$ cat config.mk
export PLATFORM = sky130hd
export DESIGN_NAME = tx_coll_retry
export DESIGN_NICKNAME = d
export VERILOG_FILES = /design/src/rtl/tx_coll_retry.sv
export SDC_FILE = /design/constraint.sdc
export NUM_CORES = 1
export LEC_CHECK = 0
export ABC_AREA = 1
export CAP_MARGIN = 10
export CELL_PAD_IN_SITES_DETAIL_PLACEMENT = 1
export CELL_PAD_IN_SITES_GLOBAL_PLACEMENT = 2
export CORE_ASPECT_RATIO = 0.8
export CORE_MARGIN = 2
export CORE_UTILIZATION = 38
export CTS_BUF_LIST = sky130_fd_sc_hd__clkbuf_8 sky130_fd_sc_hd__clkbuf_16
export DETAILED_ROUTE_END_ITERATION = 8
export DONT_BUFFER_PORTS = 1
export PLACE_DENSITY = 0.83
export SLEW_MARGIN = 30
export SYNTH_ARGS = -nofsm -noshare
export SYNTH_HDL_FRONTEND = slang
export SYNTH_SLANG_ARGS = --single-unit
$ cat constraint.sdc
create_clock -name clk -period 3.95 [get_ports clk]
set_input_delay 0.79 -clock clk [delete_from_list [all_inputs] [get_ports clk]]
set_output_delay 0.79 -clock clk [all_outputs]
set_load 0.01 [all_outputs]
$ cat src/rtl/tx_coll_retry.sv
module tx_coll_retry #(
  parameter int CNT_W    = 16,
  parameter int LIM_W    = 5,
  parameter int SLOW_WIN = 64,
  parameter int GIG_WIN  = 512
) (
  input  logic             clk,
  input  logic             rst_n,
  input  logic [1:0]       speed,
  input  logic             full_duplex,
  input  logic [LIM_W-1:0] coll_limit,
  input  logic [CNT_W-1:0] min_len,
  input  logic             late_retry_en,
  input  logic             frame_start,
  input  logic             byte_stb,
  input  logic             data_last,
  input  logic             coll,
  output logic             retransmit,
  output logic             abort_tx,
  output logic             done,
  output logic             ext_active
);

  typedef enum logic [1:0] {S_IDLE, S_DATA, S_EXT} st_t;

  localparam logic [CNT_W-1:0] CNT_MAX  = {CNT_W{1'b1}};
  localparam logic [CNT_W-1:0] WIN_SLOW = CNT_W'(SLOW_WIN);
  localparam logic [CNT_W-1:0] WIN_GIG  = CNT_W'(GIG_WIN);

  st_t              state;
  logic [CNT_W-1:0] byte_cnt;
  logic [LIM_W-1:0] coll_cnt;

  wire              busy      = (state != S_IDLE);
  wire [CNT_W-1:0]  win       = speed[1] ? WIN_GIG : WIN_SLOW;
  wire              is_late   = byte_cnt > win;
  wire              coll_hit  = busy && coll && !full_duplex;
  wire [LIM_W:0]    coll_next = {1'b0, coll_cnt} + 1'b1;
  wire              limit_hit = coll_next >= {1'b0, coll_limit};
  wire [CNT_W-1:0]  cnt_inc   = (byte_cnt == CNT_MAX) ? byte_cnt : byte_cnt + 1'b1;
  wire              reach_min = cnt_inc >= min_len;

  assign ext_active = (state == S_EXT);

  always_ff @(posedge clk or negedge rst_n) begin
    if (!rst_n) begin
      state      <= S_IDLE;
      byte_cnt   <= '0;
      coll_cnt   <= '0;
      retransmit <= 1'b0;
      abort_tx   <= 1'b0;
      done       <= 1'b0;
    end else begin
      retransmit <= 1'b0;
      abort_tx   <= 1'b0;
      done       <= 1'b0;
      if (frame_start) begin
        state    <= S_DATA;
        byte_cnt <= '0;
        coll_cnt <= '0;
      end else if (coll_hit) begin
        if (is_late && !late_retry_en) begin
          done  <= 1'b1;
          state <= S_IDLE;
        end else if (limit_hit) begin
          abort_tx <= 1'b1;
          coll_cnt <= coll_next[LIM_W-1:0];
          state    <= S_IDLE;
        end else begin
          retransmit <= 1'b1;
          coll_cnt   <= coll_next[LIM_W-1:0];
          byte_cnt   <= '0;
          state      <= S_DATA;
        end
      end else if (byte_stb && busy) begin
        byte_cnt <= cnt_inc;
        if (state == S_DATA && data_last) begin
          if (reach_min) begin
            done  <= 1'b1;
            state <= S_IDLE;
          end else begin
            state <= S_EXT;
          end
        end else if (state == S_EXT && reach_min) begin
          done  <= 1'b1;
          state <= S_IDLE;
        end
      end
    end
  end

endmodule

* Word-level counts from Yosys, hierarchy flattened
Cells that the tools add are included.
Operators by class: add/subtract/negate cells 2, order comparisons 3, eq/ne operators 6, muxes and demuxes 33, reductions and logical operators 15
Operators with widths (count):
- two-way mux 16 bit | 6
- two-way mux 1 bit | 17
- adder 16 x 1 -> 16 bit (second input constant) | 1
- equality test 16 bit (second input constant) | 1
- >= comparator 16 bit | 1
- > comparator 16 x 10 -> 1 bit | 1
- two-way mux 5 bit | 3
- two-way mux 2 bit | 6
- two-way mux 10 bit | 1
- adder 5 x 1 -> 6 bit (second input constant) | 1
- >= comparator 6 x 5 -> 1 bit | 1
- logical AND 1 bit | 6
- inequality test 3 bit (second input constant) | 2
- AND reduction 2 bit | 2
- nonzero test 2 bit | 2
- nonzero test 4 bit | 1
- AND reduction 3 bit | 1
- nonzero test 3 bit | 1
- equality test 2 x 1 -> 1 bit (second input constant) | 1
- equality test 2 bit (second input constant) | 1
- zero test 1 bit | 2
- inequality test 2 bit (second input constant) | 1
Storage, ports and cells: register bits 26, input bits 31, word-level logic and storage cells 65

* Longest topological paths before layout
depth after elaboration 9, mapped depth 23

* Worst setup path before layout
Ideal clock, no wire load.
path kind reg-to-reg, start register byte_cnt[0], end register state[0], arrival time 2259 ps, required time 3833 ps, setup slack 1574 ps, stages on the path, launching flop included 23, buffers on the path 1, cell sequence dfrtp_1 > ha_1 > nand2_1 > inv_1 > nand2_1 > nor2_2 > nand2_2 > buf_4 > nand2_1 > ha_1 > nand2_1 > inv_1 > nand2_1 > nor2_1 > nor2_1 > nand2_1 > nand2_1 > nand2_1 > nand2_1 > nand3_1 > nand2_1 > nand2_1 > nand2_1
Between the ends: word-level cells in the longest chain between the ends 6, elaborated cells on any way between the ends 12, classes of those cells add/sub (1); order compare (2); eq/ne (1); mux (4); reduce/logical (4)
Ends and longest elaborated chain:
- start, declared | RTL line 31 | logic [CNT_W-1:0] byte_cnt;
- start signal, assigned | RTL line 76 | byte_cnt <= cnt_inc;
- adder 16 x 1 -> 16 bit / equality test 16 bit (equally long branches) | RTL line 40 | wire [CNT_W-1:0] cnt_inc = (byte_cnt == CNT_MAX) ? byte_cnt : byte_cnt + 1'b1;
- two-way mux 16 bit | RTL line 40
- >= comparator 16 bit | RTL line 41 | wire reach_min = cnt_inc >= min_len;
- logical AND 1 bit | RTL line 84 | end else if (state == S_EXT && reach_min) begin
- nonzero test 4 bit (no source line)
- AND reduction 2 bit (no source line)
- end signal, assigned | RTL line 47 | state <= S_IDLE;
- end signal, assigned | RTL line 82 | state <= S_EXT;
- end signal, assigned | RTL line 86 | state <= S_IDLE;
- end, declared | RTL line 30 | st_t state;
Several ways; a longest one is shown, not always the timed one. A chain may end at the register's enable or synchronous reset.

* Worst setup path after layout
start register byte_cnt[1], end register state[1]
Between the ends: word-level cells in the longest chain between the ends 8, elaborated cells on any way between the ends 12, classes of those cells add/sub (1); order compare (1); eq/ne (1); mux (6); reduce/logical (3)
Ends and longest elaborated chain:
- adder 16 x 1 -> 16 bit / equality test 16 bit (equally long branches) | RTL line 40
- two-way mux 16 bit (*) | RTL line 40
- >= comparator 16 bit (*) | RTL line 41
- two-way mux 2 bit | RTL line 78 | if (reach_min) begin
- two-way mux 2 bit | RTL line 77 | if (state == S_DATA && data_last) begin
- two-way mux 2 bit | RTL line 75 | end else if (byte_stb && busy) begin
- two-way mux 2 bit | RTL line 61 | end else if (coll_hit) begin
- two-way mux 2 bit | RTL line 57 | if (frame_start) begin
- end signal, assigned | RTL line 58 | state <= S_DATA;
- end signal, assigned | RTL line 64 | state <= S_IDLE;
- end signal, assigned | RTL line 80 | state <= S_IDLE;
Every way passes the cells marked *; elsewhere a longest branch is shown, timed or not. The select of a mux whose other input is x is not followed.

==> reports/metrics.csv <==
metric,value,unit
initial antenna violation count,0,
Final GP Congestion,0.780,
Final HPWL DP,4570,um
RSZ-0062 raised after global routing,no,
# diodes,0,
post-cts resize count,0,
Post-Route WL,5630,um
maximum clock rate,338,MHz
status,"finished, final reports clean",
I/O Buffers,0,
Syn Area/Cell,6.85,um2
Post-route DRC,0,
worst r2r path cells,22,
Vias/cell,4.87,
Fin. Hold Viols,0,
Cells after Synth,344,
Setup crit end kind,flop,
area growth from synthesis to layout,6.21,%
die width,92.0,um
Crit path top cell by count,nand2_1,
grt ovf,0,
Num CTS Buffers,3,
number of detailed-route iterations in the first pass,4,
clk sinks,26,
Worst-Margin Slew,491,ps
# nets final,403,
first-pass GRT wire length,9580,um
clock root buffer,clkbuf_8,
Post-CTS Setup Bufs,0,
"FF+latch count, synth",26,
relative slew slack,67.2,%
Max VDD drop,0.131,mV
DRT iter0 DRCs,109,
Synth top area share,27.6,%
Worst Setup Start Kind,flop,
Hold Path Class,in2async,
hold slack,188,ps
Yosys cell types,29,
PwrDens,251,mW/mm2
Max Cap Viol,0,
Ports,35,
Ys Warns,0,
share of layout cells above drive strength 1,6.96,%
CP max FO,17,
register-to-register setup slack,990,ps
H-tree depth,1,
Crit Reg-Reg Startpoint,byte_cnt[1],
Pins Over Slew Limit,0,
Crit Path Category,reg2reg,
vias in the first global route,1983,
Post-Syn Area,0.00236,mm2
Die Ht,74.4,um
leading area contributor after synthesis,dfrtp_1,
Total Neg Setup Slack,0,ps
Max clock buf depth,2,
synth top area cells,"dfrtp_1 (28%), nand2_1 (18%), ha_1 (14%)",
Syn Nets,401,
All-Layer GR Usage,17.7,%
Wirelength per Cell,13.2,um
Die ar.,0.00685,mm2
min Tclk post-route,2960,ps
Critical Path AT,3140,ps
final setup fails,0,
hold_buf cts,0,
row cnt,25,
part of the Yosys area used for sequential elements,27.6,%
TritonCTS clock tree,done,
crit-path cells,"ha_1, nand2_1, inv_1, nand2_1, nor2_2, nand2_2, o21ai_0, inv_1, ha_1, nand2_1, nand2_1, nand2_1, nand2_1, nand2_1, nand2_1, nand2_1, nand2_1, nand2_1, nand3_1, nand2_1, nand2_1, nand2_1",
critical path required time,4130,ps
core region area,0.00594,mm2
Top delay family on crit path,simple AND/OR/NAND/NOR gates,
largest net degree at the start of global routing,27,
Tcrit/Tclk final,75.0,%
CP max stage delay,410,ps
DR vias,2074,
Buf/Inv on CP,2,
"Clk pin slew, worst setup/hold paths",100,ps
worst skew pair latency,280,ps
final core utilization,42.1,%
Initial Util,39.6,%
Critical R2R Capture,state[1],
# fillers,796,
Final ANT Viol Nets,0,
clk_skew,6.87,ps
static leakage,1.46,nW
Crit-path slowest cell,dfrtp_1,
[how the worst max path moves through the flow]
stage / from / cells past startpoint / end
after floorplan: byte_cnt[0] / 22 / state[0]
after global placement: byte_cnt[1] / 22 / state[0]
after detailed placement: byte_cnt[1] / 22 / state[1]
after CTS: byte_cnt[1] / 22 / state[1]
after global routing: byte_cnt[1] / 22 / state[1]
final: byte_cnt[1] / 22 / state[1]
[cell usage after synthesis, drive strengths merged]
cell    number
o21bai       1
xnor2        2
o211ai       1
a21oi       12
xor2        11
nand3b       2
o21ai       10
nor2        29
o22ai        2
inv         60
ha          26
a21o         1
nand2      118
dfrtp       26
buf          3
or2          1
nor4         1
nor3         7
nand4        9
nand3       22
[state kept, by name, indices dropped and copies added, names as in the netlist]
register,cells
byte_cnt,16
coll_cnt,5
state,2
abort_tx,1
done,1
retransmit,1
[where the power goes]
part | internal (mW) | leakage (nW) | total, mW | switching, mW
Combinational | 0.0399 | 1.06 | 0.114 | 0.0745
Sequential | 0.275 | 0.357 | 0.285 | 0.0101
Clock | 0.136 | 0.0357 | 0.229 | 0.0937
Total | 0.450 | 1.46 | 0.628 | 0.178
[cells in the final DEF, fill, tap and decap left out, drive strengths merged]
master,netlist,final
nand4,9,9
a21o,1,1
o21bai,1,1
o211ai,1,1
o21ai,10,10
bufinv,0,1
nand3b,2,2
nor4,1,1
dfrtp,26,26
or2,1,1
xnor2,2,2
clkbuf,0,3
nand3,22,22
inv,60,60
ha,26,26
a21oi,12,12
nand2,118,118
nor3,7,7
xor2,11,11
o22ai,2,2
nor2,29,29
[per-stage QoR]
stage	cells	total power [mW]	area [um2]	setup WS (ps)
after floorplan	344	0.380	2360	1570
after global placement	422	0.403	2430	949
after detailed placement	422	0.408	2430	895
after CTS	426	0.640	2500	862
after global routing	426	0.667	2500	567
final	426	0.628	2500	989
[layer usage]
metal | vias to the layer above | wire [um] | track usage (%) | share of wire [%]
met4 | 0 | 9 | 1.49 | 0.16
met3 | 2 | 188 | 3.14 | 3.3
met1 | 959 | 2950 | 25.4 | 52
li1 | 1084 | - | - | -
met5 | - | 0 | 0 | 0
met2 | 29 | 2480 | 29.4 | 44
[final cells by class]
class                   instances  area, um2  share of cell area, %
multi-input cells             255       1450                   58.0
flip-flops and latches         26        651                   26.0
well taps                      81        101                   4.05
clock inverters                 1       30.0                   1.20
clock buffers                   3       41.3                   1.65
inverters                      60        228                   9.10
[logic make-up (layout without fill, tap and decap cells)]
logic type / after synthesis / count (layout) / synth area share [%]
AOI/OAI and AO/OA: 27 / 27 / 6.16
xor gates and xnor gates: 13 / 13 / 4.83
adders and majority gates: 26 / 26 / 13.8
buffers and inverters: 63 / 64 / 10.8
DFF: 26 / 26 / 27.6
and+or+nand+nor: 189 / 189 / 36.8
Note: power is estimated with default switching activity, not from simulation.
